## config.mk

```make
export PLATFORM = sky130hd
export DESIGN_NAME = smbus_word_slave
export DESIGN_NICKNAME = d
export VERILOG_FILES = /design/src/rtl/smbus_word_pkg.sv /design/src/rtl/smbus_deglitch.sv /design/src/rtl/smbus_bus_events.sv /design/src/rtl/smbus_word_regs.sv /design/src/rtl/smbus_word_slave.sv
export SDC_FILE = /design/constraint.sdc
export NUM_CORES = 1
export LEC_CHECK = 0
export ABC_AREA = 1
export BUFFER_PORTS_ARGS = -buffer_cell sky130_fd_sc_hd__clkbuf_2
export CORE_MARGIN = 2
export CORE_UTILIZATION = 63
export DETAILED_ROUTE_END_ITERATION = 7
export MAX_ROUTING_LAYER = met4
export PLACE_DENSITY = 0.85
export SYNTH_ARGS = -nofsm -noshare
export SYNTH_HDL_FRONTEND = slang
export SYNTH_HIERARCHICAL = 1
export SYNTH_SLANG_ARGS = --single-unit
```

## constraint.sdc

```tcl
create_clock -name clk -period 4.5 [get_ports clk]
set_clock_uncertainty 0.1 [all_clocks]
set_input_delay 0.225 -clock clk [delete_from_list [all_inputs] [get_ports clk]]
set_output_delay 0.225 -clock clk [all_outputs]
set_load 0.02 [all_outputs]
```

## src/rtl/smbus_word_pkg.sv

```systemverilog
package smbus_word_pkg;

    typedef enum logic [2:0] {
        S_IDLE,
        S_RX,
        S_ACK,
        S_TX,
        S_MACK
    } phase_e;

    typedef enum logic [2:0] {
        B_ADDR,
        B_CMD,
        B_WLO,
        B_WHI,
        B_RLO,
        B_RHI
    } byte_e;

    typedef struct packed {
        phase_e     st;
        byte_e      bidx;
        logic [3:0] cnt;
        logic [7:0] sh;
        logic [7:0] cmd;
        logic [7:0] lo;
        logic       rw;
        logic       mack;
        logic       oe;
    } ctl_t;

endpackage

```

## src/rtl/smbus_deglitch.sv

```systemverilog
module smbus_deglitch #(
    parameter int SYNC  = 2,
    parameter int DEPTH = 3
) (
    input  logic clk,
    input  logic rst_n,
    input  logic raw_i,
    output logic filt_o
);
    logic [SYNC-1:0]  sync_d, sync_q;
    logic [DEPTH-1:0] hist_d, hist_q;
    logic             filt_d, filt_q;

    always_comb begin
        sync_d = {sync_q[SYNC-2:0], raw_i};
        hist_d = {hist_q[DEPTH-2:0], sync_q[SYNC-1]};
        filt_d = filt_q;
        if (&hist_q)       filt_d = 1'b1;
        else if (~|hist_q) filt_d = 1'b0;
    end

    always_ff @(posedge clk or negedge rst_n) begin
        if (!rst_n) begin
            sync_q <= '1;
            hist_q <= '1;
            filt_q <= 1'b1;
        end else begin
            sync_q <= sync_d;
            hist_q <= hist_d;
            filt_q <= filt_d;
        end
    end

    assign filt_o = filt_q;

    AST_NO_CHATTER: assert property (@(posedge clk) disable iff (!rst_n)
        (filt_q != $past(filt_q)) |=> $stable(filt_q));
endmodule

```

## src/rtl/smbus_bus_events.sv

```systemverilog
module smbus_bus_events (
    input  logic clk,
    input  logic rst_n,
    input  logic scl_f,
    input  logic sda_f,
    output logic ev_start,
    output logic ev_stop,
    output logic ev_rise,
    output logic ev_fall
);
    logic scl_p_d, scl_p_q;
    logic sda_p_d, sda_p_q;

    always_comb begin
        scl_p_d = scl_f;
        sda_p_d = sda_f;
    end

    always_ff @(posedge clk or negedge rst_n) begin
        if (!rst_n) begin
            scl_p_q <= 1'b1;
            sda_p_q <= 1'b1;
        end else begin
            scl_p_q <= scl_p_d;
            sda_p_q <= sda_p_d;
        end
    end

    assign ev_start = scl_f & scl_p_q & sda_p_q & ~sda_f;
    assign ev_stop  = scl_f & scl_p_q & ~sda_p_q & sda_f;
    assign ev_rise  = scl_f & ~scl_p_q;
    assign ev_fall  = ~scl_f & scl_p_q;
endmodule

```

## src/rtl/smbus_word_regs.sv

```systemverilog
module smbus_word_regs #(
    parameter int          NUM_REGS = 4,
    parameter logic [7:0]  CMD_BASE = 8'h10,
    parameter logic [15:0] DEV_ID   = 16'h00C3,
    parameter logic [15:0] MFG_ID   = 16'h5A17
) (
    input  logic                  clk,
    input  logic                  rst_n,
    input  logic                  we_i,
    input  logic [7:0]            cmd_i,
    input  logic [15:0]           wdata_i,
    output logic [15:0]           rdata_o,
    output logic [NUM_REGS*16-1:0] regs_o
);
    localparam int IDXW = (NUM_REGS > 1) ? $clog2(NUM_REGS) : 1;
    localparam logic [8:0] LO_CMD = {1'b0, CMD_BASE};
    localparam logic [8:0] HI_CMD = LO_CMD + 9'(NUM_REGS);

    logic [15:0]     regs_d [NUM_REGS];
    logic [15:0]     regs_q [NUM_REGS];
    logic            hit;
    logic [7:0]      offs;
    logic [IDXW-1:0] idx;

    assign hit  = ({1'b0, cmd_i} >= LO_CMD) && ({1'b0, cmd_i} < HI_CMD);
    assign offs = cmd_i - CMD_BASE;
    assign idx  = offs[IDXW-1:0];

    always_comb begin
        for (int i = 0; i < NUM_REGS; i++) regs_d[i] = regs_q[i];
        if (we_i && hit) regs_d[idx] = wdata_i;
        if (hit)                rdata_o = regs_q[idx];
        else if (cmd_i == 8'hFF) rdata_o = DEV_ID;
        else if (cmd_i == 8'hFE) rdata_o = MFG_ID;
        else                    rdata_o = 16'h0000;
    end

    always_ff @(posedge clk or negedge rst_n) begin
        if (!rst_n) begin
            for (int i = 0; i < NUM_REGS; i++) regs_q[i] <= 16'h0000;
        end else begin
            for (int i = 0; i < NUM_REGS; i++) regs_q[i] <= regs_d[i];
        end
    end

    for (genvar g = 0; g < NUM_REGS; g++) begin : g_flat
        assign regs_o[g*16 +: 16] = regs_q[g];
    end

    AST_REGS_HOLD: assert property (@(posedge clk) disable iff (!rst_n)
        !we_i |=> $stable(regs_o));
endmodule

```

## src/rtl/smbus_word_slave.sv

```systemverilog
module smbus_word_slave
    import smbus_word_pkg::*;
#(
    parameter logic [6:0]  ADDR7    = 7'h09,
    parameter int          NUM_REGS = 4,
    parameter logic [7:0]  CMD_BASE = 8'h10,
    parameter logic [15:0] DEV_ID   = 16'h00C3,
    parameter logic [15:0] MFG_ID   = 16'h5A17,
    parameter int          SYNC     = 2,
    parameter int          DEPTH    = 3
) (
    input  logic                   clk,
    input  logic                   rst_n,
    input  logic                   en_supply,
    input  logic                   en_adapter,
    input  logic                   scl_i,
    input  logic                   sda_i,
    output logic                   sda_oe,
    output logic [NUM_REGS*16-1:0] regs_o
);
    logic scl_f, sda_f;
    logic ev_start, ev_stop, ev_rise, ev_fall;
    logic bus_en, wr_en;
    logic [15:0] rdata;
    ctl_t c_d, c_q;

    assign bus_en = en_supply & en_adapter;

    smbus_deglitch #(.SYNC(SYNC), .DEPTH(DEPTH)) u_scl_flt (
        .clk(clk), .rst_n(rst_n), .raw_i(scl_i), .filt_o(scl_f));
    smbus_deglitch #(.SYNC(SYNC), .DEPTH(DEPTH)) u_sda_flt (
        .clk(clk), .rst_n(rst_n), .raw_i(sda_i), .filt_o(sda_f));

    smbus_bus_events u_events (
        .clk(clk), .rst_n(rst_n), .scl_f(scl_f), .sda_f(sda_f),
        .ev_start(ev_start), .ev_stop(ev_stop), .ev_rise(ev_rise), .ev_fall(ev_fall));

    smbus_word_regs #(.NUM_REGS(NUM_REGS), .CMD_BASE(CMD_BASE),
                      .DEV_ID(DEV_ID), .MFG_ID(MFG_ID)) u_regs (
        .clk(clk), .rst_n(rst_n), .we_i(wr_en), .cmd_i(c_q.cmd),
        .wdata_i({c_q.sh, c_q.lo}), .rdata_o(rdata), .regs_o(regs_o));

    always_comb begin
        c_d   = c_q;
        wr_en = 1'b0;
        if (!bus_en) begin
            c_d.st = S_IDLE;
            c_d.oe = 1'b0;
        end else if (ev_start) begin
            c_d.st   = S_RX;
            c_d.bidx = B_ADDR;
            c_d.cnt  = '0;
            c_d.oe   = 1'b0;
        end else if (ev_stop) begin
            c_d.st = S_IDLE;
            c_d.oe = 1'b0;
        end else begin
            case (c_q.st)
                S_RX: begin
                    if (ev_rise && c_q.cnt != 4'd8) begin
                        c_d.sh  = {c_q.sh[6:0], sda_f};
                        c_d.cnt = c_q.cnt + 4'd1;
                    end else if (ev_fall && c_q.cnt == 4'd8) begin
                        c_d.st = S_ACK;
                        c_d.oe = 1'b1;
                        case (c_q.bidx)
                            B_ADDR: begin
                                if (c_q.sh[7:1] == ADDR7) c_d.rw = c_q.sh[0];
                                else begin
                                    c_d.st = S_IDLE;
                                    c_d.oe = 1'b0;
                                end
                            end
                            B_CMD: c_d.cmd = c_q.sh;
                            B_WLO: c_d.lo  = c_q.sh;
                            B_WHI: wr_en   = 1'b1;
                            default: begin
                                c_d.st = S_IDLE;
                                c_d.oe = 1'b0;
                            end
                        endcase
                    end
                end
                S_ACK: begin
                    if (ev_fall) begin
                        c_d.oe  = 1'b0;
                        c_d.cnt = '0;
                        c_d.st  = S_RX;
                        case (c_q.bidx)
                            B_ADDR: begin
                                if (c_q.rw) begin
                                    c_d.bidx = B_RLO;
                                    c_d.st   = S_TX;
                                    c_d.sh   = rdata[7:0];
                                    c_d.oe   = ~rdata[7];
                                end else begin
                                    c_d.bidx = B_CMD;
                                end
                            end
                            B_CMD:   c_d.bidx = B_WLO;
                            B_WLO:   c_d.bidx = B_WHI;
                            default: c_d.st   = S_IDLE;
                        endcase
                    end
                end
                S_TX: begin
                    if (ev_rise) begin
                        c_d.cnt = c_q.cnt + 4'd1;
                    end else if (ev_fall) begin
                        if (c_q.cnt == 4'd8) begin
                            c_d.oe = 1'b0;
                            c_d.st = S_MACK;
                        end else begin
                            c_d.sh = {c_q.sh[6:0], 1'b0};
                            c_d.oe = ~c_q.sh[6];
                        end
                    end
                end
                S_MACK: begin
                    if (ev_rise) begin
                        c_d.mack = ~sda_f;
                    end else if (ev_fall) begin
                        if (c_q.bidx == B_RLO && c_q.mack) begin
                            c_d.bidx = B_RHI;
                            c_d.st   = S_TX;
                            c_d.cnt  = '0;
                            c_d.sh   = rdata[15:8];
                            c_d.oe   = ~rdata[15];
                        end else begin
                            c_d.st = S_IDLE;
                            c_d.oe = 1'b0;
                        end
                    end
                end
                default: c_d.oe = 1'b0;
            endcase
        end
    end

    always_ff @(posedge clk or negedge rst_n) begin
        if (!rst_n) begin
            c_q <= '{st: S_IDLE, bidx: B_ADDR, cnt: 4'd0, sh: 8'h00,
                     cmd: 8'h00, lo: 8'h00, rw: 1'b0, mack: 1'b0, oe: 1'b0};
        end else begin
            c_q <= c_d;
        end
    end

    assign sda_oe = c_q.oe;

    AST_QUIET_WHEN_OFF: assert property (@(posedge clk) disable iff (!rst_n)
        !bus_en |=> !sda_oe);
    AST_IDLE_RELEASED: assert property (@(posedge clk) disable iff (!rst_n)
        (c_q.st == S_IDLE) |-> !sda_oe);
    AST_DRIVE_ON_SCL_LOW: assert property (@(posedge clk) disable iff (!rst_n)
        $rose(sda_oe) |-> !scl_f);
    AST_STOP_RELEASE: assert property (@(posedge clk) disable iff (!rst_n)
        (bus_en && ev_stop) |=> !sda_oe);
endmodule

```

==> results of run 1 <==
==> kinds of logic (layout without fill, tap and decap cells) <==
group / count (synthesis) / in the layout / synth area share (%)
fa+ha+maj: 2 / 2 / 0.418
xor+xnor: 2 / 2 / 0.293
compound gates: 31 / 31 / 2.95
buf+inv: 88 / 172 / 6.42
simple gates: 566 / 566 / 41.5
flops: 115 / 115 / 48.4
==> final cells by class <==
type,instances,area (um^2)
timing repair buffer,80,453
multi-input combinational,601,2700
inverter,60,225
clock buffer,19,432
fill,690,2190
tap,129,161
clock inverter,13,183
sequential,115,2900
==> worst max-delay path by stage <==
stage / startpoint / endpoint / slack [ns] / cells past startpoint
final: u_sda_flt/filt_o$_DFFE_PN1P_ / u_regs/regs_o[41]$_DFFE_PN0P_ / 1.63 / 12
after global routing: u_sda_flt/filt_o$_DFFE_PN1P_ / u_regs/regs_o[40]$_DFFE_PN0P_ / 1.47 / 12
after CTS: u_sda_flt/filt_o$_DFFE_PN1P_ / u_regs/regs_o[54]$_DFFE_PN0P_ / 1.69 / 12
after detailed placement: u_sda_flt/filt_o$_DFFE_PN1P_ / u_regs/regs_o[60]$_DFFE_PN0P_ / 1.72 / 12
after global placement: u_sda_flt/filt_o$_DFFE_PN1P_ / u_regs/regs_o[44]$_DFFE_PN0P_ / 1.74 / 12
after floorplan: u_sda_flt/filt_o$_DFFE_PN1P_ / u_regs/regs_o[53]$_DFFE_PN0P_ / 1.96 / 11
==> routing by layer <==
layer / GRT usage [%] / vias up / part of all wire, %
li1: - / 2697 / -
met1: 42.5 / 2759 / 39
met2: 55.5 / 317 / 50
met3: 5.52 / 40 / 8.5
met4: 14.7 / 0 / 2.6
met5: - / - / 0
==> report_power, final <==
group / switching, mW / internal (mW) / leakage, nW
Clock: 0.487 / 0.912 / 0.290
Sequential: 0.0407 / 1.07 / 1.52
Combinational: 0.108 / 0.0473 / 2.07
==> placed cells by master, fill, tap and decap left out, drive strengths merged, types with 2 or more instances in the layout <==
cell and count:
nand4 13, clkinv 4, nor4 2, nand2 368
bufinv 4, clkinvlp 4, nor2 52, inv 61
dfstp 14, o21ai 23, ha 2, dlygate4sd3 5
dfrtp 101, nor3 4, a21oi 4, buf 6
o211ai 2, nand3 120, clkbuf 88, and2 6
==> registers in the layout, indices dropped and copies added (netlist names) <==
register	cells
sda_oe	1
u_events/sda_p_q	1
u_scl_flt/filt_o	1
u_sda_flt/sync_q	2
u_scl_flt/sync_q	2
c_q	36
u_scl_flt/hist_q	3
u_sda_flt/filt_o	1
u_sda_flt/hist_q	3
u_events/scl_p_q	1
u_regs/regs_o	64
==> through the flow <==
step / instances / utilization [%] / total power [mW] / cell area [um^2] / hold WS [ns]
after floorplan: 804 / - / 1.22 / 5980 / -0.171
after global placement: 980 / 69.1 / 1.28 / 6390 / 0.213
after detailed placement: 980 / 69.1 / 1.28 / 6390 / 0.216
after CTS: 1017 / 76.3 / 2.68 / 7050 / 0.130
after global routing: 1017 / 76.3 / 2.76 / 7050 / 0.203
final: 1017 / 76.3 / 2.67 / 7050 / 0.145
==> worst register-to-register path, stage by stage, from the launching register on <==
cell and delay [ns]:
dfstp_2 0.58, inv_1 0.05, nand2_1 0.07, nor2_1 0.11, nor2_4 0.19, nand2_2 0.13, nor4_1 0.29, buf_4 0.21
inv_1 0.07, nor2_4 0.50, buf_12 0.28, nand3_1 0.13, nand2_1 0.10
==> repair_timing <==
item                                    CTS  global route
hold buffers                              5             0
hold endpoints to repair                 89             0
resized for setup                         0             0
endpoints found under the setup margin    0             0
==> impl_metrics.env, run 1 <==
export IMPL_drc=0
export IMPL_fin_crit_sh_pct=63.8
export IMPL_r2r_slack_ns=1.63
export IMPL_syn_nets=812
export IMPL_path_max_fanout=40
export IMPL_nets=883
export IMPL_row_count=35
export IMPL_yosys_register_bits=115
export IMPL_synth_ff_type="dfrtp_1"
export IMPL_critPathKind="reg -> reg"
export IMPL_synth_common_cells="nand2_1 (359), nand3_1 (118), dfrtp_1 (101)"
export IMPL_tns_ns=0
export IMPL_num_vias=5813
export IMPL_max_stage_delay_ns=0.58
export IMPL_synthesis_area_mm2=0.00598
export IMPL_grt_antenna_before_repair=0
export IMPL_p_per_area_mw_per_mm2=378
export IMPL_worst_ep_arrival_time_ns=3.23
export IMPL_yosys_warnings=6
export IMPL_postCtsSetupRepairBufs=0
export IMPL_clk_path_buf_depth=2
export IMPL_wl_per_cell_um=15.9
export IMPL_synth_edf_count=0
export IMPL_postLayoutSetupSlackWorst_ns=1.63
export IMPL_rsz0062_at_grt="false"
export IMPL_reg2reg_depth=12
export IMPL_portBuffers=70
export IMPL_hp_start="en_supply"
export IMPL_ctsHtreeMaxLevel=4
export IMPL_cts_root_buf="clkbuf_8"
export IMPL_timing_fmax_ghz=0.348
export IMPL_netlist_instances=804
export IMPL_yosysMostFrequentCell="nand2_1"
export IMPL_syn_area_per_cell_um2=7.44
export IMPL_area_growth_pct=17.9
export IMPL_drive_gt1_share_pct=17.8
export IMPL_drtPass1Iterations=5
export IMPL_final_hold_violation_count=0
export IMPL_core_mm2=0.00924
export IMPL_grt_pass1_wl_um=26300
export IMPL_p_leak_nw=3.88
export IMPL_cap_violations=0
export IMPL_grtUsageTotal_pct=34.1
export IMPL_dp_hpwl_um=10900
export IMPL_synth_top_area_share_pct=42.3
export IMPL_cts_buffers=17
export IMPL_startpoint_type="flip-flop"
export IMPL_cts_clk_slew_worst_paths_ns=0.06
export IMPL_postRouteAntennaNets=0
export IMPL_holdPathStages=7
export IMPL_status="complete, no violations"
export IMPL_period_minus_slack_ns=2.87
export IMPL_vias_per_cell=5.72
export IMPL_diodes=0
export IMPL_grt_overflow=0
export IMPL_post_place_ws_ns=1.72
export IMPL_numClockSinks=115
export IMPL_hold_end="c_q[27]$_DFFE_PN0P_"
export IMPL_endpoint_kind="flip-flop"
export IMPL_ir_drop_v=0.000251
export IMPL_critPathTopFamily="simple AND/OR/NAND/NOR gates"
export IMPL_synth_cell_types=35
export IMPL_first_global_vias=5514
export IMPL_die_area_mm2=0.0103
export IMPL_cp_buffers_inverters=4
export IMPL_crit_chain="inv_1, nand2_1, nor2_1, nor2_4, nand2_2, nor4_1, buf_4, inv_1, nor2_4, buf_12, nand3_1, nand2_1"
export IMPL_crit_slowest_cell="dfstp_2"
export IMPL_worst_pin_slew_ns=1.09
export IMPL_slew_violations=0
export IMPL_start_util_pct=64.7
export IMPL_gp_congestion=0.998
export IMPL_pin_count=71
export IMPL_crit_reg2reg_capture="u_regs/regs_o[41]$_DFFE_PN0P_"
export IMPL_synth_seq_area_share_pct=48.4
export IMPL_fp_dieH_um=101
export IMPL_die_w_um=101
export IMPL_synth_async_reset_ratio_pct=100
export IMPL_synth_top_area_cell="dfrtp_1"
export IMPL_min_path_type="in -> reg"
export IMPL_grt_max_degree=88
export IMPL_maxSlewHeadroom_pct=27.3
export IMPL_r2r_start="u_sda_flt/filt_o$_DFFE_PN1P_"
export IMPL_routed_wl_um=16200
export IMPL_cts_tree="yes"
export IMPL_clk_latency_ns=0.52
export IMPL_drtIter0Drc=548
export IMPL_setup_viol=0
export IMPL_cp_required_ns=4.85
export IMPL_synth_top_cells_by_area="dfrtp_1 (42%), nand2_1 (23%), nand3_1 (9.9%)"
No activity file was read; power rests on OpenSTA's default activity.
==> inputs of run 2 (changes only) <==
--- a/config.mk
+++ b/config.mk
@@ -5,13 +5,13 @@
 export SDC_FILE = /design/constraint.sdc
 export NUM_CORES = 1
 export LEC_CHECK = 0
-export ABC_AREA = 1
+export ABC_AREA = 0
 export BUFFER_PORTS_ARGS = -buffer_cell sky130_fd_sc_hd__clkbuf_2
 export CORE_MARGIN = 2
-export CORE_UTILIZATION = 63
+export CORE_UTILIZATION = 53
 export DETAILED_ROUTE_END_ITERATION = 7
 export MAX_ROUTING_LAYER = met4
-export PLACE_DENSITY = 0.85
+export PLACE_DENSITY = 0.77
 export SYNTH_ARGS = -nofsm -noshare
 export SYNTH_HDL_FRONTEND = slang
 export SYNTH_HIERARCHICAL = 1
==> constraint.sdc (replaced) <==
create_clock -name clk -period 2.3 [get_ports clk]
set_clock_uncertainty 0.1 [all_clocks]
set_input_delay 0.115 -clock clk [delete_from_list [all_inputs] [get_ports clk]]
set_output_delay 0.115 -clock clk [all_outputs]
set_load 0.02 [all_outputs]
==> run 2 against run 1 <==
Net effect:
- the flow now finishes with violations (setup timing)
- sequential share of layout area is 3.3 points lower
- critical path depth is 2 lower
- area after synthesis is 4.4% lower
- combinational power grew to 2.6 times the previous value
- die area is 13% higher
- sequential cell count stayed put
- non-clock buffer count is 62 higher
- global-route usage is 3.4 points lower
- hold slack worse by 0.094 ns
- highest routed layer unchanged
==> impl_metrics.env, run 2 <==
export IMPL_cts_tree="yes"
export IMPL_fin_crit_sh_pct=115
export IMPL_startpoint_type="flip-flop"
export IMPL_syn_area_per_cell_um2=13.1
export IMPL_postLayoutSetupSlackWorst_ns=-0.346
export IMPL_nets=582
export IMPL_area_growth_pct=34.1
export IMPL_synthesis_area_mm2=0.00572
export IMPL_cts_buffers=17
export IMPL_combPwrFrac_pct=7.3
export IMPL_pin_count=71
export IMPL_power_frac_seq_pct=39.1
export IMPL_gp_congestion=0.904
export IMPL_yosys_register_bits=115
export IMPL_die_w_um=108
export IMPL_drive_gt1_share_pct=53.3
export IMPL_timing_fmax_ghz=0.378
export IMPL_drc=0
export IMPL_fp_dieH_um=108
export IMPL_grt_max_degree=46
export IMPL_min_path_type="in -> reg"
export IMPL_vias_per_cell=6.10
export IMPL_rsz0062_at_grt="true"
export IMPL_cts_clk_slew_worst_paths_ns=0.06
export IMPL_start_util_pct=54.9
export IMPL_p_switching_mw=1.18
export IMPL_cp_required_ns=2.60
export IMPL_slew_violations=0
export IMPL_synth_top_area_cell="dfrtp_1"
export IMPL_switching_share_pct=21.9
export IMPL_ctsHtreeMaxLevel=4
export IMPL_synth_async_reset_ratio_pct=100
export IMPL_wl_per_cell_um=23.0
export IMPL_endpoint_kind="flip-flop"
export IMPL_maxSlewHeadroom_pct=63.1
export IMPL_status="finished with violations"
export IMPL_hold_ws_ns=0.0509
export IMPL_p_per_area_mw_per_mm2=704
export IMPL_clk_path_buf_depth=2
export IMPL_clk_latency_ns=0.52
export IMPL_core_mm2=0.0104
export IMPL_fin_util_pct=73.6
export IMPL_num_vias=4409
export IMPL_synth_ff_type="dfrtp_1"
export IMPL_portBuffers=70
export IMPL_largest_reg_flops=64
export IMPL_final_hold_violation_count=0
export IMPL_synth_seq_area_share_pct=50.7
export IMPL_ir_drop_v=0.000463
export IMPL_critPathKind="reg -> reg"
export IMPL_synth_top_area_share_pct=44.2
export IMPL_row_count=37
export IMPL_final_cell_mix="dfrtp_1 (100), clkbuf_2 (69), buf_4 (51)"
export IMPL_violations="setup timing"
export IMPL_syn_nets=444
export IMPL_p_int_mw=4.21
export IMPL_yosys_warnings=6
export IMPL_die_area_mm2=0.0116
export IMPL_drtPass1Iterations=5
export IMPL_grt_overflow=0
export IMPL_max_stage_delay_ns=0.53
export IMPL_postRouteAntennaNets=0
export IMPL_synth_common_cells="dfrtp_1 (101), mux2_2 (85), nand2_1 (28)"
export IMPL_crit_chain="and4b_1, or2_4, nor2_4, nand4_1, nor3_2, buf_4, nand3b_1, nor3_4, buf_12, mux2_4"
export IMPL_p_leak_nw=3.71
export IMPL_dp_hpwl_um=10100
export IMPL_critPathTopFamily="simple AND/OR/NAND/NOR gates"
export IMPL_synth_edf_count=0
export IMPL_cap_violations=0
export IMPL_numClockSinks=115
export IMPL_grt_pass1_wl_um=26000
export IMPL_setup_viol=80
export IMPL_drtIter0Drc=455
export IMPL_worst_ep_arrival_time_ns=2.94
export IMPL_worst_pin_slew_ns=0.551
export IMPL_first_global_vias=4693
export IMPL_mostFrequentLayoutCell="dfrtp_1"
export IMPL_crit_slowest_cell="dfstp_2"
export IMPL_yosysMostFrequentCell="dfrtp_1"
export IMPL_tns_ns=-21.18
export IMPL_synth_top_cells_by_area="dfrtp_1 (44%), mux2_2 (17%), dfstp_2 (6.4%)"
export IMPL_grt_antenna_before_repair=0
export IMPL_period_minus_slack_ns=2.65
export IMPL_cts_root_buf="clkbuf_8"
export IMPL_grtUsageTotal_pct=30.8
export IMPL_diodes=0
export IMPL_routed_wl_um=16600
export IMPL_synth_cell_types=68
export IMPL_netlist_instances=436
export IMPL_path_max_fanout=16
export IMPL_cp_buffers_inverters=2
export IMPL_p_clk_share_pct=53.6
-- run 2: cell types whose count changed in the layout (fill, tap and decap cells not counted), moves of 37 or more --
cell     delta
mux2_4     +37
nand2_1   -331
inv_1      -47
mux2_2     +50
nand3_1   -105
buf_4      +46
-- run 2: metrics by stage --
stage / total power, mW / instance area [um^2] / instances / setup WS [ns]
after floorplan: 2.34 / 5780 / 436 / -0.494
after global placement: 2.48 / 6680 / 674 / -0.231
after detailed placement: 2.50 / 6680 / 674 / -0.347
after CTS: 5.37 / 7510 / 719 / -0.280
after global routing: 5.55 / 7660 / 723 / -0.436
final: 5.40 / 7660 / 723 / -0.346
-- run 2: area by class of cell --
cell class	instances	area, um^2
sequential	115	2900
multi-input combinational	292	2870
fill	632	2750
timing repair buffer	142	1060
clock buffer	23	467
clock inverter	9	176
tap	136	170
inverter	6	22.5
-- run 2: path summary, 6_finish.rpt --
| check | startpoint | endpoint | slack [ns] | depth (start not counted) |
|---|---|---|---|---|
| min in group asynchronous | rst_n | c_q[30]$_DFFE_PN0P_ | 0.53 | 3 |
| worst min-delay path | en_adapter | c_q[34]$_DFFE_PN0P_ | 0.05 | 4 |
| max in group asynchronous | rst_n | c_q[33]$_DFFE_PN0P_ | 0.72 | 4 |
| worst max-delay path | u_sda_flt/filt_o$_DFFE_PN1P_ | u_regs/regs_o[37]$_DFFE_PN0P_ | -0.35 | 10 |
| worst max register to register | u_sda_flt/filt_o$_DFFE_PN1P_ | u_regs/regs_o[37]$_DFFE_PN0P_ | -0.35 | 10 |
| worst min register to register | u_scl_flt/sync_q[1]$_DFF_PN1_ | u_scl_flt/hist_q[0]$_DFF_PN1_ | 0.26 | 0 |
-- run 2: routing by layer --
layer | up-vias | routed length (um) | GRT usage, %
met5 | - | 0 | -
met1 | 2242 | 6640 | 38.8
met4 | 0 | 546 | 14.3
met2 | 219 | 8420 | 47.9
li1 | 1907 | - | -
met3 | 41 | 1000 | 6.66
-- run 2: power groups by stage --
stage / Clock (mW) / Sequential [mW] / Combinational (mW)
4_1_cts: 2.88 / 2.11 / 0.382
5_1_grt: 3.00 / 2.11 / 0.433
6_report: 2.89 / 2.11 / 0.396
3_5_place_dp: 0 / 2.14 / 0.357
3_3_place_gp: 0 / 2.14 / 0.345
2_1_floorplan: 0 / 2.13 / 0.216
-- run 2: tightest hold or removal path: cells and delay by family --
kind	cells	cell delay [ns]
compound gates	2	0.16
buf+inv	1	0.11
simple gates	1	0.23
-- run 2: kinds of logic (layout without fill, tap and decap cells) --
family / count (synthesis) / after routing / synth area share [%]
AND/OR/NAND/NOR: 113 / 113 / 13.2
XOR/XNOR: 1 / 1 / 0.153
AO/OA/AOI/OAI: 68 / 68 / 8.47
flip-flops: 115 / 115 / 50.7
buffers and inverters: 29 / 180 / 2.52
adder cells (fa/ha/maj): 2 / 2 / 0.438
multiplexers: 108 / 108 / 24.5
-- run 2: what timing repair did --
action                                 CTS  global route
resized for setup                       13            29
setup endpoints to repair               89            91
setup buffers                            5             5
pin swaps                                1             2
hold buffers                             7             0
endpoints found under the hold margin  119             0
cloned                                   1             0
==> inputs of run 3 (changes only) <==
--- a/config.mk
+++ b/config.mk
@@ -7,7 +7,6 @@
 export LEC_CHECK = 0
 export ABC_AREA = 0
 export BUFFER_PORTS_ARGS = -buffer_cell sky130_fd_sc_hd__clkbuf_2
-export CORE_MARGIN = 2
 export CORE_UTILIZATION = 53
 export DETAILED_ROUTE_END_ITERATION = 7
 export MAX_ROUTING_LAYER = met4
==> constraint.sdc (replaced) <==
create_clock -name clk -period 2.3 [get_ports clk]
set_clock_uncertainty 0.1 [all_clocks]
set_input_delay 0.46 -clock clk [delete_from_list [all_inputs] [get_ports clk]]
set_output_delay 0.46 -clock clk [all_outputs]
set_load 0.02 [all_outputs]
==> run 3 against run 2 <==
Net effect:
- the flow still finishes with violations (setup timing)
- via count up 3.4%
- maximum frequency down 2.4%
- sequential power about the same
- cell count down 0.69%
- utilization down 0.27 points
- critical path type unchanged
- largest power group unchanged
==> impl_metrics.env, run 3 (same netlist as run 2, synthesis figures left out) <==
export IMPL_worst_ep_arrival_time_ns=3.03
export IMPL_use_met2_pct=48.6
export IMPL_drtIter0Drc=350
export IMPL_cts_buffers=17
export IMPL_numClockSinks=115
export IMPL_cts_tree="yes"
export IMPL_final_cell_mix="dfrtp_1 (100), clkbuf_2 (69), buf_4 (51)"
export IMPL_critPathKind="reg -> reg"
export IMPL_grt_overflow=0
export IMPL_status="finished with violations"
export IMPL_busiest_layer="met2"
export IMPL_final_area_mm2=0.00760
export IMPL_nets=577
export IMPL_globalRouteMet3Util_pct=6.74
export IMPL_period_minus_slack_ns=2.71
export IMPL_p_switching_mw=1.28
export IMPL_pin_count=71
export IMPL_startpoint_type="flip-flop"
export IMPL_worst_pin_slew_ns=0.566
export IMPL_max_stage_delay_ns=0.54
export IMPL_die_area_mm2=0.0112
export IMPL_cap_violations=0
export IMPL_routed_wl_um=16800
export IMPL_fin_crit_sh_pct=118
export IMPL_rsz0062_at_grt="true"
export IMPL_fp_dieH_um=106
export IMPL_combPwrFrac_pct=7.4
export IMPL_maxSlewHeadroom_pct=62.3
export IMPL_crit_slowest_cell="dfstp_2"
export IMPL_timing_fmax_ghz=0.369
export IMPL_violations="setup timing"
export IMPL_postLayoutSetupSlackWorst_ns=-0.413
export IMPL_portBuffers=70
export IMPL_cts_clk_slew_worst_paths_ns=0.06
export IMPL_slew_violations=0
export IMPL_mostFrequentLayoutCell="dfrtp_1"
export IMPL_clk_latency_ns=0.53
export IMPL_crit_chain="and4b_1, or2_4, nor2_4, nand4_1, nor3_4, nand3b_1, nor3_4, buf_6, mux2_2"
export IMPL_grt_antenna_before_repair=0
export IMPL_post_dp_cell_area_mm2=0.00663
export IMPL_first_global_vias=4585
export IMPL_tns_ns=-22.36
export IMPL_row_count=37
export IMPL_gp_congestion=0.896
export IMPL_vias_per_cell=6.35
export IMPL_crit_top_cell="nor3_4"
export IMPL_wl_per_cell_um=23.4
export IMPL_clk_path_buf_depth=2
export IMPL_core_mm2=0.0104
export IMPL_start_util_pct=55.1
export IMPL_cp_buffers_inverters=1
export IMPL_ctsHtreeMaxLevel=4
export IMPL_p_clk_share_pct=51.3
export IMPL_area_growth_pct=33.0
export IMPL_grt_pass1_wl_um=25000
export IMPL_setup_viol=84
export IMPL_power_frac_seq_pct=41.3
export IMPL_grtUsageTotal_pct=30.6
export IMPL_grt_max_degree=41
export IMPL_largest_reg_flops=64
export IMPL_drc=0
export IMPL_drtPass1Iterations=5
export IMPL_critPathTopFamily="simple AND/OR/NAND/NOR gates"
export IMPL_drive_gt1_share_pct=54.8
export IMPL_postRouteAntennaNets=0
export IMPL_final_hold_violation_count=0
export IMPL_cts_root_buf="clkbuf_8"
export IMPL_die_w_um=106
export IMPL_met1_usage_pct=38.0
export IMPL_ir_drop_v=0.000515
export IMPL_dp_hpwl_um=9710
export IMPL_p_leak_nw=3.66
export IMPL_cp_required_ns=2.61
export IMPL_endpoint_kind="flip-flop"
export IMPL_diodes=0
export IMPL_p_per_area_mw_per_mm2=677
export IMPL_p_int_mw=3.87
export IMPL_switching_share_pct=24.9
export IMPL_path_max_fanout=8
export IMPL_min_path_type="in -> reg"
export IMPL_num_vias=4559
## run 3: layer usage
layer / vias to the layer above / routed length (um)
li1: 1908 / -
met1: 2311 / 6670
met2: 276 / 8380
met3: 64 / 1080
met4: 0 / 654
met5: - / 0
## run 3: power by group through the flow
| stage | combinational, mW | sequential, mW | clock, mW |
|---|---|---|---|
| finish | 0.379 | 2.13 | 2.64 |
| global route | 0.410 | 2.14 | 2.73 |
| CTS | 0.352 | 2.12 | 2.65 |
| detailed placement | 0.332 | 2.16 | 0 |
| global placement | 0.321 | 2.15 | 0 |
| floorplan | 0.216 | 2.13 | 0 |
## run 3: worst paths after layout
path	end	slack (ns)	from	depth (start not counted)
worst max-delay path	u_regs/regs_o[36]$_DFFE_PN0P_	-0.41	u_sda_flt/filt_o$_DFFE_PN1P_	9
worst min-delay path	c_q[32]$_DFFE_PN0P_	0.21	en_supply	4
worst max register to register	u_regs/regs_o[36]$_DFFE_PN0P_	-0.41	u_sda_flt/filt_o$_DFFE_PN1P_	9
worst min register to register	u_scl_flt/sync_q[1]$_DFF_PN1_	0.26	u_scl_flt/sync_q[0]$_DFF_PN1_	0
max in group asynchronous	u_scl_flt/hist_q[2]$_DFF_PN1_	1.05	rst_n	3
min in group asynchronous	sda_oe$_DFFE_PN0P_	0.37	rst_n	2
## run 3: repair_timing
item / in CTS / in global routing
resized for setup: 21 / 35
setup buffers: 7 / 6
endpoints found under the setup margin: 88 / 93
hold endpoints to repair: 33 / 0
pin swaps: 1 / 7
cloned: 0 / 2
hold buffers: 3 / 0
## run 3: through the flow
stage	setup WS, ns	std cells	power [mW]	hold WS, ns	utilization (%)
floorplan	-0.494	436	2.34	0.0644	-
global placement	-0.271	671	2.48	0.246	64.0
detailed placement	-0.348	671	2.49	0.248	64.0
CTS	-0.313	712	5.12	0.206	71.3
global route	-0.486	718	5.27	0.238	73.3
finish	-0.413	718	5.15	0.210	73.3
## run 3: layout make-up
type / count / area (um^2)
Clock inverter: 13 / 148
Inverter: 6 / 22.5
Clock buffer: 19 / 442
Timing Repair Buffer: 137 / 995
Fill cell: 619 / 2770
Sequential cell: 115 / 2900
Tap cell: 136 / 170
Multi-Input combinational cell: 292 / 2930
## run 3: worst register-to-register path, cell delays in order (launching register included)
cell and delay [ns]:
dfstp_2 0.54, and4b_1 0.21, or2_4 0.25, nor2_4 0.09, nand4_1 0.20, nor3_4 0.33, nand3b_1 0.16, nor3_4 0.19
buf_6 0.19, mux2_2 0.36
